<file path="config.mk">
export PLATFORM = sky130hd
export DESIGN_NAME = hsbus_slave
export DESIGN_NICKNAME = d
export VERILOG_FILES = /design/src/rtl/hsbus_pkg.sv /design/src/rtl/hsbus_sync.sv /design/src/rtl/hsbus_reg_access.sv /design/src/rtl/hsbus_frame_fsm.sv /design/src/rtl/hsbus_slave.sv
export SDC_FILE = /design/constraint.sdc
export NUM_CORES = 1
export LEC_CHECK = 0
export BUFFER_PORTS_ARGS = -buffer_cell sky130_fd_sc_hd__buf_2
export CORE_MARGIN = 2
export CORE_UTILIZATION = 40
export DETAILED_ROUTE_END_ITERATION = 12
export SLEW_MARGIN = 15
export SYNTH_ARGS = -nofsm -noshare
export SYNTH_HDL_FRONTEND = slang
export SYNTH_SLANG_ARGS = --single-unit
export TNS_END_PERCENT = 100
</file>
<file path="constraint.sdc">
create_clock -name clk -period 3 [get_ports clk]
set_input_delay 0 -clock clk [delete_from_list [all_inputs] [get_ports clk]]
set_output_delay 0 -clock clk [all_outputs]
set_load 0.02 [all_outputs]
</file>
<file path="src/rtl/hsbus_pkg.sv">
package hsbus_pkg;

    localparam int REQ_BYTES = 6;
    localparam int RSP_BYTES = 8;

    localparam logic [7:0] CMD_READ  = 8'h00;
    localparam logic [7:0] CMD_WRITE = 8'h01;

    localparam logic [31:0] STS_OK        = 32'd0;
    localparam logic [31:0] STS_BAD_CMD   = 32'd1;
    localparam logic [31:0] STS_BAD_ADDR  = 32'd2;
    localparam logic [31:0] STS_READ_ONLY = 32'd3;

    typedef enum logic [3:0] {
        ST_IDLE,
        ST_PROBE,
        ST_RX_WAIT,
        ST_RX_HELD,
        ST_EXEC,
        ST_LATCH,
        ST_TX_PRES,
        ST_TX_HS,
        ST_TX_REL
    } fsm_state_t;

    typedef enum logic [2:0] {
        ACC_SYS,
        ACC_RD,
        ACC_WR,
        ACC_BAD_CMD,
        ACC_BAD_ADDR,
        ACC_RO
    } acc_kind_t;

    function automatic logic [31:0] pack_sys_word(input int maj, input int mnr,
                                                  input int pwm, input int enc,
                                                  input int srv);
        return {12'h000, 4'(srv), 4'(enc), 4'(pwm), 4'(mnr), 4'(maj)};
    endfunction

endpackage

</file>
<file path="src/rtl/hsbus_sync.sv">
module hsbus_sync #(
    parameter int WIDTH  = 4,
    parameter int STAGES = 2
) (
    input  logic             clk,
    input  logic             rst_n,
    input  logic [WIDTH-1:0] d_i,
    output logic [WIDTH-1:0] q_o
);

    logic [STAGES-1:0][WIDTH-1:0] chain;

    always_ff @(posedge clk or negedge rst_n) begin
        if (!rst_n) begin
            chain <= '0;
        end else begin
            chain[0] <= d_i;
            for (int s = 1; s < STAGES; s++) begin
                chain[s] <= chain[s-1];
            end
        end
    end

    assign q_o = chain[STAGES-1];

endmodule

</file>
<file path="src/rtl/hsbus_reg_access.sv">
module hsbus_reg_access
    import hsbus_pkg::*;
#(
    parameter logic [7:0]  LAST_A   = 8'd46,
    parameter logic [31:0] SYS_WORD = 32'h0
) (
    input  logic        exec_i,
    input  logic [7:0]  cmd_i,
    input  logic [7:0]  addr_i,
    input  logic [31:0] reg_rdata_i,
    input  logic [31:0] reg_status_i,
    output logic        reg_rd_o,
    output logic        reg_wr_o,
    output logic [31:0] res_data_o,
    output logic [31:0] res_status_o
);

    acc_kind_t kind;

    always_comb begin
        if (cmd_i != CMD_READ && cmd_i != CMD_WRITE) begin
            kind = ACC_BAD_CMD;
        end else if (addr_i > LAST_A) begin
            kind = ACC_BAD_ADDR;
        end else if (addr_i == 8'd0) begin
            kind = (cmd_i == CMD_READ) ? ACC_SYS : ACC_RO;
        end else begin
            kind = (cmd_i == CMD_READ) ? ACC_RD : ACC_WR;
        end
    end

    assign reg_rd_o = exec_i && (kind == ACC_RD);
    assign reg_wr_o = exec_i && (kind == ACC_WR);

    always_comb begin
        res_data_o   = 32'd0;
        res_status_o = STS_OK;
        unique case (kind)
            ACC_SYS:      res_data_o   = SYS_WORD;
            ACC_RD: begin
                res_data_o   = reg_rdata_i;
                res_status_o = reg_status_i;
            end
            ACC_WR:       res_status_o = reg_status_i;
            ACC_BAD_CMD:  res_status_o = STS_BAD_CMD;
            ACC_BAD_ADDR: res_status_o = STS_BAD_ADDR;
            ACC_RO:       res_status_o = STS_READ_ONLY;
            default:      res_status_o = STS_BAD_CMD;
        endcase
    end

endmodule

</file>
<file path="src/rtl/hsbus_frame_fsm.sv">
module hsbus_frame_fsm
    import hsbus_pkg::*;
(
    input  logic        clk,
    input  logic        rst_n,
    input  logic        start_s,
    input  logic        rd_s,
    input  logic        hs1_s,
    input  logic        hrst_s_n,
    input  logic [7:0]  bus_in,
    input  logic [31:0] res_data,
    input  logic [31:0] res_status,
    output logic [7:0]  bus_out,
    output logic        bus_oe,
    output logic        hs2,
    output logic        ack,
    output logic        exec_o,
    output logic [7:0]  req_cmd,
    output logic [7:0]  req_addr,
    output logic [31:0] req_wdata
);

    localparam int IDX_W = $clog2(RSP_BYTES);
    localparam logic [IDX_W-1:0] REQ_LAST = IDX_W'(REQ_BYTES - 1);
    localparam logic [IDX_W-1:0] RSP_LAST = IDX_W'(RSP_BYTES - 1);

    fsm_state_t       state, nstate;
    logic             start_q;
    logic             start_rise;
    logic [IDX_W-1:0] idx;
    logic [7:0]       req_byte [REQ_BYTES];
    logic [63:0]      reply;
    logic             capture_en;

    assign start_rise = start_s && !start_q;
    assign capture_en = hrst_s_n && !start_rise && (state == ST_RX_WAIT)
                        && hs1_s && !rd_s;

    // Next-state decision
    always_comb begin
        nstate = state;
        if (!hrst_s_n) begin
            nstate = ST_IDLE;
        end else if (start_rise) begin
            nstate = ST_RX_WAIT;
        end else begin
            unique case (state)
                ST_IDLE:    if (hs1_s)           nstate = ST_PROBE;
                ST_PROBE:   if (!hs1_s)          nstate = ST_IDLE;
                ST_RX_WAIT: if (hs1_s && !rd_s)  nstate = ST_RX_HELD;
                ST_RX_HELD: if (!hs1_s)
                                nstate = (idx == REQ_LAST) ? ST_EXEC : ST_RX_WAIT;
                ST_EXEC:                         nstate = ST_LATCH;
                ST_LATCH:                        nstate = ST_TX_PRES;
                ST_TX_PRES: if (rd_s)            nstate = ST_TX_HS;
                ST_TX_HS:   if (hs1_s)           nstate = ST_TX_REL;
                ST_TX_REL:  if (!hs1_s)
                                nstate = (idx == RSP_LAST) ? ST_IDLE : ST_TX_PRES;
                default:                         nstate = ST_IDLE;
            endcase
        end
    end

    // State register
    always_ff @(posedge clk or negedge rst_n) begin
        if (!rst_n) state <= ST_IDLE;
        else        state <= nstate;
    end

    // Byte index, edge history and reply store
    always_ff @(posedge clk or negedge rst_n) begin
        if (!rst_n) begin
            start_q <= 1'b0;
            idx     <= '0;
            reply   <= '0;
        end else begin
            start_q <= start_s;
            if (!hrst_s_n || start_rise) begin
                idx <= '0;
            end else if (state == ST_RX_HELD && !hs1_s) begin
                idx <= (idx == REQ_LAST) ? '0 : idx + 1'b1;
            end else if (state == ST_TX_REL && !hs1_s) begin
                idx <= idx + 1'b1;
            end
            if (state == ST_LATCH) begin
                reply <= {res_status, res_data};
            end
        end
    end

    // One capture register per request byte
    for (genvar b = 0; b < REQ_BYTES; b++) begin : g_req
        always_ff @(posedge clk or negedge rst_n) begin
            if (!rst_n)                                   req_byte[b] <= 8'h00;
            else if (capture_en && idx == IDX_W'(b))      req_byte[b] <= bus_in;
        end
    end

    assign req_cmd   = req_byte[0];
    assign req_addr  = req_byte[1];
    assign req_wdata = {req_byte[5], req_byte[4], req_byte[3], req_byte[2]};
    assign bus_out   = reply[8*idx +: 8];

    // Output decode
    always_comb begin
        hs2    = 1'b0;
        ack    = 1'b1;
        bus_oe = 1'b0;
        exec_o = 1'b0;
        unique case (state)
            ST_IDLE:    ack = 1'b0;
            ST_PROBE: begin
                ack = 1'b0;
                hs2 = 1'b1;
            end
            ST_RX_WAIT: ;
            ST_RX_HELD: hs2 = 1'b1;
            ST_EXEC:    exec_o = 1'b1;
            ST_LATCH:   ;
            ST_TX_PRES: bus_oe = rd_s;
            ST_TX_HS: begin
                hs2    = 1'b1;
                bus_oe = rd_s;
            end
            ST_TX_REL:  bus_oe = rd_s;
            default:    ack = 1'b0;
        endcase
    end


    hrst_quiet_chk: assert property (@(posedge clk) disable iff (!rst_n)
        !hrst_s_n |=> (!hs2 && !ack));


    ack_release_chk: assert property (@(posedge clk) disable iff (!rst_n)
        $fell(ack) |-> (($past(state) == ST_TX_REL && $past(idx) == RSP_LAST)
                        || !$past(hrst_s_n)));


    wr_hs_order_chk: assert property (@(posedge clk) disable iff (!rst_n)
        ($rose(hs2) && state != ST_TX_HS) |-> $past(hs1_s));


    rd_hs_order_chk: assert property (@(posedge clk) disable iff (!rst_n)
        ($rose(hs2) && state == ST_TX_HS) |-> ($past(rd_s) && !$past(hs1_s)));


    oe_in_txn_chk: assert property (@(posedge clk) disable iff (!rst_n)
        bus_oe |-> ack);


    probe_drop_chk: assert property (@(posedge clk) disable iff (!rst_n)
        (state == ST_PROBE && !hs1_s && hrst_s_n && !start_rise) |=> !hs2);

endmodule

</file>
<file path="src/rtl/hsbus_slave.sv">
module hsbus_slave
    import hsbus_pkg::*;
#(
    parameter int MAJOR_REV         = 1,
    parameter int MINOR_REV         = 2,
    parameter int PWM_UNITS         = 4,
    parameter int PWM_REGS_PER_UNIT = 4,
    parameter int ENC_UNITS         = 4,
    parameter int ENC_REGS_PER_UNIT = 5,
    parameter int SERVO_UNITS       = 8,
    parameter int SERVO_SHARED_REGS = 2,
    parameter int SYNC_STAGES       = 2
) (
    input  logic        clk,
    input  logic        rst_n,
    input  logic        host_rst_n,
    input  logic        host_start,
    input  logic        host_rd_sel,
    input  logic        host_hs1,
    input  logic [7:0]  bus_in,
    output logic [7:0]  bus_out,
    output logic        bus_oe,
    output logic        hs2,
    output logic        ack,
    output logic [7:0]  reg_addr,
    output logic [31:0] reg_wdata,
    output logic        reg_wr,
    output logic        reg_rd,
    input  logic [31:0] reg_rdata,
    input  logic [31:0] reg_status
);

    localparam int LAST_ADDR = PWM_UNITS * PWM_REGS_PER_UNIT
                             + ENC_UNITS * ENC_REGS_PER_UNIT
                             + SERVO_UNITS + SERVO_SHARED_REGS;
    localparam logic [7:0]  LAST_A   = 8'(LAST_ADDR);
    localparam logic [31:0] SYS_WORD = pack_sys_word(MAJOR_REV, MINOR_REV,
                                                     PWM_UNITS, ENC_UNITS,
                                                     SERVO_UNITS);

    logic [3:0]  sync_q;
    logic        exec;
    logic [7:0]  req_cmd;
    logic [7:0]  req_addr;
    logic [31:0] req_wdata;
    logic [31:0] res_data;
    logic [31:0] res_status;

    hsbus_sync #(.WIDTH(4), .STAGES(SYNC_STAGES)) u_sync (
        .clk   (clk),
        .rst_n (rst_n),
        .d_i   ({host_rst_n, host_hs1, host_rd_sel, host_start}),
        .q_o   (sync_q)
    );

    hsbus_frame_fsm u_fsm (
        .clk        (clk),
        .rst_n      (rst_n),
        .start_s    (sync_q[0]),
        .rd_s       (sync_q[1]),
        .hs1_s      (sync_q[2]),
        .hrst_s_n   (sync_q[3]),
        .bus_in     (bus_in),
        .res_data   (res_data),
        .res_status (res_status),
        .bus_out    (bus_out),
        .bus_oe     (bus_oe),
        .hs2        (hs2),
        .ack        (ack),
        .exec_o     (exec),
        .req_cmd    (req_cmd),
        .req_addr   (req_addr),
        .req_wdata  (req_wdata)
    );

    hsbus_reg_access #(.LAST_A(LAST_A), .SYS_WORD(SYS_WORD)) u_acc (
        .exec_i       (exec),
        .cmd_i        (req_cmd),
        .addr_i       (req_addr),
        .reg_rdata_i  (reg_rdata),
        .reg_status_i (reg_status),
        .reg_rd_o     (reg_rd),
        .reg_wr_o     (reg_wr),
        .res_data_o   (res_data),
        .res_status_o (res_status)
    );

    assign reg_addr  = req_addr;
    assign reg_wdata = req_wdata;


    strobe_single_chk: assert property (@(posedge clk) disable iff (!rst_n)
        (reg_rd || reg_wr) |=> !(reg_rd || reg_wr));


    strobe_excl_chk: assert property (@(posedge clk) disable iff (!rst_n)
        !(reg_rd && reg_wr));


    strobe_range_chk: assert property (@(posedge clk) disable iff (!rst_n)
        (reg_rd || reg_wr) |-> (reg_addr != 8'd0 && reg_addr <= LAST_A));


    strobe_cmd_chk: assert property (@(posedge clk) disable iff (!rst_n)
        (reg_rd || reg_wr) |-> (req_cmd == CMD_READ || req_cmd == CMD_WRITE));

endmodule

</file>
==> results.json, run 1 <==
{
  "status": "finished clean",
  "critPathBufInv": 1,
  "synth-seq-area-share_pct": 54.51,
  "setup_violations": 0,
  "clk_pin_slew_ns": 0.05,
  "power_leakage_nw": 3.715,
  "drt-pass1-iter-count": 6,
  "layout_cell_share_with_drive_strength_beyond_1_pct": 34.85,
  "initial_antenna_violation_count": 1,
  "sum_of_negative_setup_slack_ns": 0,
  "power.share.combinational_pct": 17.0,
  "reg2reg_setup_slack_ns": 0.37,
  "timing_worst_slew_pin_value_ns": 0.6324,
  "cts_buffer_depth": 2,
  "cp_data_required_time_ns": 3.00,
  "detailedPlacementHpwl_um": 10090,
  "pwr_density_cell_nw_per_um2": 628.9,
  "ys_ff_latch": 128,
  "cts.sinks": 128,
  "postSynthAreaPerCell_um2": 11.61,
  "critical-path-top-delay-family": "simple AND/OR/NAND/NOR gates",
  "first_global_vias": 5016,
  "cts_inserted_buffers": 17,
  "post-route-period-util_pct": 94.75,
  "synth_top_flop_cell": "dfrtp_1",
  "total_power_w": 0.005142,
  "initial_core_util_pct": 40.74,
  "drc_errors": 0,
  "cts_htree_levels": 4,
  "globalRouteTotalUtil_pct": 20.59,
  "yosysWarningCount": 0,
  "wl_per_cell_um": 17.05,
  "drt_iter0_drc": 351,
  "vias_per_cell": 5.338,
  "ir_worst_vdd_uv": 310.8,
  "grt_pass1_wl_um": 25700,
  "timing_hold_violations_final": 0,
  "synth_edf_count": 0,
  "worst_min_path_class": "primary input to asynchronous set/reset pin",
  "power_spent_charging_and_discharging_nets_w": 0.001339,
  "worst_endpoint_data_arrival_time_ns": 2.84,
  "max_freq_ghz": 0.3518,
  "die_height_um": 125.2,
  "critPathCapture": "reg_wr",
  "grt_setup_unrepaired": "no",
  "timing.max_cap.violations": 0,
  "finalWeightedCongestion": 0.7776,
  "nets": 800,
  "worst-path-stages": 8,
  "endpoint_kind": "primary output",
  "worst_setup_path_start_kind": "flop",
  "grt_overflow": 0,
  "r2r_start": "u_fsm.req_cmd[7]",
  "power.share.clock_pct": 39.0,
  "swShare_pct": 26.04,
  "hold-worst-slack_ns": 0.1013,
  "post_synth_num_cell_types": 51,
  "grt_start_max_net_pins": 91,
  "tritoncts_clock_tree": "done",
  "crit_path_cell_trace": "nor4_4 -> nand2_1 -> or2_4 -> ha_4 -> or4_4 -> or3_4 -> nor3b_2 -> buf_4",
  "placeableCoreArea_um2": 14420,
  "finClkSkew_ns": 0.007677,
  "seq_power_share_pct": 43.9,
  "worst_r2r_path_depth": 10,
  "critical-path-slowest-cell": "or4_4",
  "port-buffer-count": 130,
  "internal_cell_power_w": 0.003803,
  "die-width_um": 125.2,
  "slowest_delay_ns": 0.42,
  "wl_um": 15520,
  "setup.worst_path.class": "flop to primary output",
  "worst_relative_slew_slack_pct": 57.84,
  "ios": 131,
  "maxSlewViolCount": 0,
  "layout-area-overhead-vs-synth_pct": 39.16,
  "routed_vias": 4858,
  "critical_path.max_fanout": 2,
  "cts_root_buffer": "clkbuf_16",
  "die_area_um2": 15680,
  "share_of_synthesized_registers_carrying_an_async_set_or_reset_pct": 100.0,
  "clock_insertion_delay_worst_skew_ns": 0.41,
  "critical_path.startpoint": "u_fsm.req_cmd[7]",
  "rr_endpoint": "u_fsm.reply[30]",
  "diodes": 0,
  "synth_nets": 592,
  "placement_rows": 44,
  "postRouteAntennaNets": 0,
  "syn-instance-count": 506,
  "finalCriticalPeriod_ns": 2.842,
  "post_synth_instance_area_um2": 5876
}
==> state kept, by name, summed over array words and instances, names as in the netlist <==
register and cells:
u_fsm.idx 3, u_fsm.reply 64, u_fsm.req_addr 8, u_fsm.req_cmd 8, u_fsm.req_wdata 32, u_fsm.start_q 1
u_fsm.state 4, u_sync.chain 4, u_sync.q_o 4
==> cell usage in the layout, fill, tap and decap left out, drive strengths merged, types with 3 or more instances in the layout <==
cell	synthesis	layout
a21oi	7	7
a22o	27	27
a31oi	4	4
buf	9	147
clkbuf	25	25
clkinv	0	4
dfrtp	128	128
dlygate4sd3	0	76
ha	8	8
inv	7	7
mux2	48	48
mux2i	3	3
mux4	16	16
nand2	97	97
nand2b	5	5
nand3	3	3
nand3b	4	4
nand4	5	5
nor2	16	16
nor2b	3	3
nor3	5	5
nor3b	5	5
nor4	4	4
o21ai	36	36
o31ai	6	6
==> worst register-to-register path, stage by stage, from the launching register on <==
cell	delay (ns)
dfrtp_1	0.41
nor4_4	0.30
nand2_1	0.10
or2_4	0.28
ha_4	0.16
buf_4	0.14
nor3_1	0.17
o2111a_1	0.30
nor3b_2	0.18
buf_4	0.32
a22o_1	0.20
==> power by group through the flow <==
stage | Clock (W) | Combinational (W) | Sequential, W
6_report | 0.00201 | 0.000876 | 0.00226
3_3_place_gp | 0 | 0.000765 | 0.00225
3_5_place_dp | 0 | 0.000787 | 0.00227
5_1_grt | 0.00212 | 0.000983 | 0.00230
4_1_cts | 0.00204 | 0.000874 | 0.00224
2_1_floorplan | 0 | 0.000484 | 0.00224
==> worst min-delay path by stage <==
stage	depth (start not counted)	slack [ns]	end	from
3_3_place_gp	1	0.003	u_fsm.reply[42]	rst_n
4_1_cts	2	0.11	u_fsm.reply[42]	rst_n
6_report	2	0.10	u_fsm.reply[42]	rst_n
3_5_place_dp	1	0.01	u_fsm.reply[42]	rst_n
2_1_floorplan	0	-0.30	u_fsm.idx[0]	rst_n
5_1_grt	2	0.15	u_fsm.reply[42]	rst_n
==> cell usage after synthesis, types with 3 or more instances <==
library cell | n | area share [%]
inv_1 | 7 | 0.45
o31ai_1 | 6 | 0.77
clkbuf_1 | 25 | 1.6
nand3_1 | 3 | 0.26
a31oi_1 | 4 | 0.43
nor3_1 | 5 | 0.43
nor2_1 | 16 | 1.0
o21ai_0 | 36 | 3.1
a21oi_1 | 7 | 0.60
nor3b_1 | 3 | 0.38
nor4_1 | 3 | 0.32
ha_1 | 8 | 1.7
nand2b_1 | 5 | 0.53
a22o_1 | 27 | 4.0
nand3b_1 | 4 | 0.51
nor2b_1 | 3 | 0.32
mux2i_1 | 3 | 0.51
mux2_2 | 48 | 9.2
mux4_2 | 16 | 6.1
nand2_1 | 97 | 6.2
buf_2 | 7 | 0.60
dfrtp_1 | 128 | 55
nand4_1 | 5 | 0.53
==> area by class of cell <==
class | count | area, um^2
flip-flops and latches | 128 | 3203
multi-input cells | 337 | 2585
clock buffers | 25 | 495.5
clock inverters | 6 | 80.08
repair buffers | 223 | 1556
fillers | 1248 | 6247
inverters | 7 | 26.28
well taps | 184 | 230.2
==> logic make-up after synthesis <==
family | Yosys count | synth area share [%]
flops | 128 | 54.51
fa+ha+maj | 8 | 1.704
simple gates | 161 | 13.27
compound gates | 98 | 11.46
mux | 67 | 15.84
buf+inv | 41 | 2.768
xor+xnor | 3 | 0.4473
==> metrics by stage <==
| stage | std cells | cell area [um^2] | setup WS (ns) | util [%] |
|---|---|---|---|---|
| floorplan | 506 | 5876 | 0.3065 | - |
| global placement | 799 | 6764 | 0.3541 | 46.89 |
| detailed placement | 799 | 6764 | 0.2892 | 46.89 |
| CTS | 908 | 8127 | 0.004416 | 56.34 |
| global route | 910 | 8177 | 0.01383 | 56.69 |
| finish | 910 | 8177 | 0.1576 | 56.69 |
==> what timing repair did <==
| item | CTS | global route |
|---|---|---|
| buffers inserted | 2 | 2 |
| resized for setup | 3 | 6 |
| hold endpoints to repair | 153 | 0 |
| gates cloned | 0 | 0 |
| hold buffers | 76 | 0 |
| pin swaps | 1 | 6 |
| setup endpoints to repair | 2 | 2 |
==> routing by layer <==
layer / GRT usage [%] / wire (um) / up-vias
met5: 0 / 16 / -
met4: 6.732 / 293 / 2
met2: 33.79 / 7576 / 141
li1: - / - / 2246
met1: 26.95 / 6933 / 2439
met3: 5.220 / 700 / 30
No activity file was read; power rests on OpenSTA's default activity.
==> run 2: changes to the inputs <==
clock period = 3.4 ns   (was 3 ns; I/O delays follow)
==> run 2 against run 1 <==
Cell count down 0.99%. Core utilization down 0.45 points. Wire length decreased by 2.6%. Non-clock buffer count decreased by 10. Register-to-register slack better by 0.24 ns. Die area unchanged. First-iteration DRC count rose by 0.85%. Via count shrank 2.3%. Critical path type unchanged. Highest routed layer unchanged.
==> results.json, run 2 (synthesis results as in run 1) <==
{
  "maxSlewViolCount": 0,
  "layout.cell_area.non_filler_um2": 8112,
  "slowest_delay_ns": 0.55,
  "die_area_um2": 15680,
  "max_freq_ghz": 0.3166,
  "nets": 790,
  "grt_pass1_wl_um": 25250,
  "reg2reg_setup_slack_ns": 0.61,
  "first_global_vias": 5029,
  "worst_r2r_path_depth": 8,
  "wl_um": 15110,
  "cts_buffer_depth": 2,
  "top_register": "u_fsm.reply",
  "cts_htree_levels": 4,
  "initial_antenna_violation_count": 1,
  "clock_insertion_delay_worst_skew_ns": 0.41,
  "port-buffer-count": 130,
  "globalRouteTotalUtil_pct": 20.28,
  "timing_worst_slew_pin_value_ns": 0.9600,
  "crit_path_cell_trace": "nor4_2 -> nand2_1 -> or2_2 -> ha_1 -> or4_1 -> or3_1 -> nor3b_1 -> buf_2",
  "placement.cell_area_um2": 6719,
  "drt_iter0_drc": 354,
  "status": "finished clean",
  "placement_rows": 44,
  "pwr_density_cell_nw_per_um2": 575.3,
  "endpoint_kind": "primary output",
  "wl_per_cell_um": 16.77,
  "critical-path-top-delay-family": "simple AND/OR/NAND/NOR gates",
  "sum_of_negative_setup_slack_ns": 0,
  "grt_most_used_layer": "met2",
  "die_height_um": 125.2,
  "layout-area-overhead-vs-synth_pct": 38.05,
  "layout_common_cells": "buf_2 (129), dfrtp_1 (128), nand2_1 (97)",
  "worst_setup_path_start_kind": "flop",
  "placeableCoreArea_um2": 14420,
  "cts_root_buffer": "clkbuf_16",
  "post-route-worst-setup-slack_ns": 0.2415,
  "gr-usage-met3_pct": 4.621,
  "post-route-period-util_pct": 92.90,
  "detailedPlacementHpwl_um": 9879,
  "worstHoldPathCells": 4,
  "worst_relative_slew_slack_pct": 36.00,
  "diodes": 0,
  "postRouteAntennaNets": 0,
  "ios": 131,
  "post_place_setup_slack_ns": 0.5427,
  "timing_hold_violations_final": 0,
  "critPathBufInv": 1,
  "ir_worst_vdd_uv": 347.2,
  "drc_errors": 0,
  "grt_setup_unrepaired": "no",
  "grt_overflow": 0,
  "tritoncts_clock_tree": "done",
  "worst_min_path_class": "primary input to flop",
  "cts.sinks": 128,
  "layout.filler_cells": 1240,
  "critical-path-slowest-cell": "or4_1",
  "flip_flop_count_of_the_largest_register_after_layout": 64,
  "cts_inserted_buffers": 17,
  "initial_core_util_pct": 40.74,
  "rr_endpoint": "u_fsm.reply[44]",
  "power_leakage_nw": 3.681,
  "holdCritStartpoint": "reg_status[1]",
  "finalWeightedCongestion": 0.7690,
  "drt-pass1-iter-count": 4,
  "timing.max_cap.violations": 0,
  "setup_violations": 0,
  "routed_vias": 4744,
  "whs_endpoint": "u_fsm.reply[33]",
  "clk_pin_slew_ns": 0.06,
  "cp_data_required_time_ns": 3.40,
  "finClkSkew_ns": 0.004869,
  "grt_start_max_net_pins": 76,
  "critical_path.max_fanout": 5,
  "mostFrequentLayoutCell": "buf_2",
  "finalCriticalPeriod_ns": 3.158,
  "vias_per_cell": 5.265,
  "setup.worst_path.class": "flop to primary output",
  "worst_endpoint_data_arrival_time_ns": 3.16,
  "die-width_um": 125.2,
  "r2r_start": "u_fsm.req_cmd[7]",
  "grt_util_met2_pct": 33.06,
  "grt_use_met1_pct": 26.27,
  "layout_cell_share_with_drive_strength_beyond_1_pct": 33.75
}
-- run 2: worst max path at each step --
stage,startpoint,to,slack (ns),depth (start not counted)
2_1_floorplan,u_fsm.req_cmd[7],reg_wr,0.71,7
3_3_place_gp,u_fsm.req_cmd[7],u_fsm.reply[39],0.68,8
3_5_place_dp,u_fsm.req_cmd[7],u_fsm.reply[57],0.54,8
4_1_cts,u_fsm.req_cmd[7],reg_wr,0.17,8
5_1_grt,u_fsm.req_cmd[7],reg_wr,0.003,8
6_report,u_fsm.req_cmd[7],reg_wr,0.24,8
-- run 2: worst register-to-register path, stage by stage (launching register included) --
cell,delay (ns)
dfrtp_1,0.39
nor4_2,0.31
nand2_1,0.14
or2_2,0.32
ha_1,0.26
nor3_1,0.16
o2111a_1,0.28
nand2_1,0.47
o21ai_0,0.36
-- run 2: layer usage --
| layer | vias to the layer above | routed length, um |
|---|---|---|
| met5 | - | 12 |
| met4 | 2 | 194 |
| met3 | 16 | 620 |
| met2 | 118 | 7671 |
| met1 | 2391 | 6609 |
| li1 | 2217 | - |
-- run 2: repair_timing --
action	CTS	global route
endpoints found under the hold margin	189	0
setup endpoints to repair	0	1
buffers inserted	0	0
hold buffers	76	0
resized for setup	0	1
-- run 2: report_power, final --
group,internal (W),total (W),switching (W),leakage (nW)
Combinational,0.000375,0.000740,0.000365,1.80
Sequential,0.00182,0.00200,0.000178,1.57
Clock,0.00129,0.00193,0.000640,0.310
Total,0.00348,0.00467,0.00118,3.68
-- run 2: through the flow --
| step | instances | utilization [%] | total power, W | hold WS (ns) |
|---|---|---|---|---|
| 2_1_floorplan | 506 | - | 0.002406 | -0.2956 |
| 3_5_place_dp | 793 | 46.58 | 0.002688 | 0.1150 |
| 4_1_cts | 901 | 56.19 | 0.004704 | 0.08411 |
| 3_3_place_gp | 793 | 46.58 | 0.002650 | 0.1122 |
| 6_report | 901 | 56.24 | 0.004667 | 0.1010 |
| 5_1_grt | 901 | 56.24 | 0.004903 | 0.1287 |
-- run 2: final cells by class --
class	instances	area (um^2)	area share [%]
clock buffer	19	432.9	5.337
clock inverter	13	192.7	2.375
inverter	7	26.28	0.3239
multi-input combinational	337	2547	31.41
sequential	128	3203	39.49
tap	184	230.2	2.838
timing repair buffer	213	1479	18.23
==> run 3: changes to the inputs <==
HOLD_SLACK_MARGIN = 0.15   (was unset)
REMOVE_ABC_BUFFERS = 1   (was unset)
clock period = 3.3 ns   (was 3.4 ns; I/O delays follow)
==> run 3 against run 2 <==
Count of clock-buffer cells in the layout fell by 1. Sequential power rose by 2%. Clock power rose by 10%. Clock skew rose by 0.0037 ns. Worst hold slack improved by 0.13 ns. Cell count rose by 0.67%. Final area rose by 1.3%. Non-clock buffer count rose by 6. Critical path depth did not move. Largest cell class unchanged. Core utilization rose by 0.73 points. Sequential cell count did not move.
==> results.json, run 3 (synthesis results as in run 1) <==
{
  "holdCritStartpoint": "host_rd_sel",
  "wl_um": 14980,
  "top_register": "u_fsm.reply",
  "vias_per_cell": 5.241,
  "detailedPlacementHpwl_um": 9926,
  "power_leakage_nw": 3.729,
  "grt_setup_unrepaired": "no",
  "layout_common_cells": "buf_2 (128), dfrtp_1 (128), nand2_1 (97)",
  "crit_path_cell_trace": "nor4_2 -> nand2_1 -> or2_2 -> ha_1 -> or4_1 -> or3_1 -> nor3b_2 -> buf_4",
  "rr_endpoint": "u_fsm.reply[52]",
  "clock_insertion_delay_worst_skew_ns": 0.42,
  "placement_rows": 44,
  "timing_worst_slew_pin_value_ns": 0.9050,
  "worst_setup_path_start_kind": "flop",
  "finalCriticalPeriod_ns": 3.117,
  "worst_endpoint_data_arrival_time_ns": 3.12,
  "endpoint_kind": "primary output",
  "layout-area-overhead-vs-synth_pct": 39.84,
  "critPathBufInv": 1,
  "die_area_um2": 15680,
  "post-route-period-util_pct": 94.46,
  "worst_relative_slew_slack_pct": 39.67,
  "timing.max_cap.violations": 0,
  "die_height_um": 125.2,
  "worst_min_path_class": "primary input to flop",
  "setup.worst_path.class": "flop to primary output",
  "worstHoldPathCells": 2,
  "clk_pin_slew_ns": 0.06,
  "grt_start_max_net_pins": 72,
  "utilization_pct": 56.97,
  "finalWeightedCongestion": 0.7945,
  "cts_inserted_buffers": 17,
  "ir_worst_vdd_uv": 322.9,
  "cp_data_required_time_ns": 3.30,
  "postRouteAntennaNets": 0,
  "slowest_delay_ns": 0.54,
  "finClkSkew_ns": 0.008525,
  "nets": 796,
  "cts_buffer_depth": 2,
  "drc_errors": 0,
  "status": "finished clean",
  "wl_per_cell_um": 16.52,
  "whs_endpoint": "u_sync.chain[1]",
  "diodes": 0,
  "sum_of_negative_setup_slack_ns": 0,
  "setup_violations": 0,
  "die-width_um": 125.2,
  "r2r_start": "u_fsm.req_cmd[7]",
  "worst_r2r_path_depth": 8,
  "placeableCoreArea_um2": 14420,
  "pwr_density_cell_nw_per_um2": 600.6,
  "cts_htree_levels": 4,
  "tritoncts_clock_tree": "done",
  "grt_overflow": 0,
  "critical-path-top-delay-family": "simple AND/OR/NAND/NOR gates",
  "initial_core_util_pct": 40.74,
  "initial_antenna_violation_count": 0,
  "critical-path-slowest-cell": "or4_1",
  "drt_iter0_drc": 360,
  "drt-pass1-iter-count": 5,
  "cts.sinks": 128,
  "layout_cell_share_with_drive_strength_beyond_1_pct": 34.58,
  "timing_hold_violations_final": 0,
  "port-buffer-count": 130,
  "post_place_setup_slack_ns": 0.4353,
  "grt_pass1_wl_um": 24600,
  "post-route-worst-setup-slack_ns": 0.1830,
  "flip_flop_count_of_the_largest_register_after_layout": 64,
  "reg2reg_setup_slack_ns": 0.47,
  "cts_root_buffer": "clkbuf_16",
  "critical_path.max_fanout": 5,
  "globalRouteTotalUtil_pct": 19.89,
  "routed_vias": 4754,
  "max_freq_ghz": 0.3208,
  "ios": 131,
  "first_global_vias": 4826,
  "total_power_w": 0.004935,
  "maxSlewViolCount": 0
}
-- run 3: changes by cell type in the layout (fill, tap and decap cells not counted), sizes merged --
cell	change
dlygate4sd3	+1
clkinv	-2
inv	+1
clkinvlp	+1
bufinv	+1
buf	+5
clkbuf	-1
-- run 3: timing repair --
item	in CTS	in global routing
buffers inserted	0	0
setup endpoints to repair	0	1
hold endpoints to repair	186	0
resized for setup	0	3
hold buffers	77	0
-- run 3: metal layers --
metal  share of wire (%)  track usage, %  up-vias
li1                    -               -     2234
met1                  44           26.58     2357
met2                  49           31.46      134
met3                 4.6           4.450       29
met4                 2.3           8.562        0
met5                   0               0        -
-- run 3: per-stage QoR --
stage,std cells,instance area [um^2],hold WS [ns]
6_report,907,8217,0.2268
5_1_grt,907,8217,0.2064
4_1_cts,907,8203,0.2096
3_5_place_dp,798,6756,0.1094
3_3_place_gp,798,6756,0.1113
2_1_floorplan,472,5739,-0.2956
-- run 3: how the worst max path moves through the flow --
stage / cells past startpoint / slack [ns] / endpoint / start
5_1_grt: 8 / 0.05 / reg_wr / u_fsm.req_cmd[7]
4_1_cts: 8 / 0.07 / reg_wr / u_fsm.req_cmd[7]
6_report: 8 / 0.18 / reg_wr / u_fsm.req_cmd[7]
3_3_place_gp: 8 / 0.57 / u_fsm.reply[39] / u_fsm.req_cmd[7]
3_5_place_dp: 8 / 0.44 / u_fsm.reply[62] / u_fsm.req_cmd[7]
2_1_floorplan: 4 / -0.56 / u_fsm.reply[32] / u_fsm.state[2]
-- run 3: final cells by class --
cell class / instances / area (um^2)
Fill cell: 1236 / 6207
Sequential cell: 128 / 3203
Multi-Input combinational cell: 337 / 2552
Timing Repair Buffer: 219 / 1529
Clock buffer: 18 / 439.2
Clock inverter: 14 / 236.5
Tap cell: 184 / 230.2
Inverter: 7 / 26.28
-- run 3: report_power, final --
part	total [W]	leakage (nW)	switching [W]	internal (W)
registers	0.00204	1.57	0.000168	0.00187
logic	0.000768	1.83	0.000378	0.000390
clock network	0.00213	0.326	0.000690	0.00144
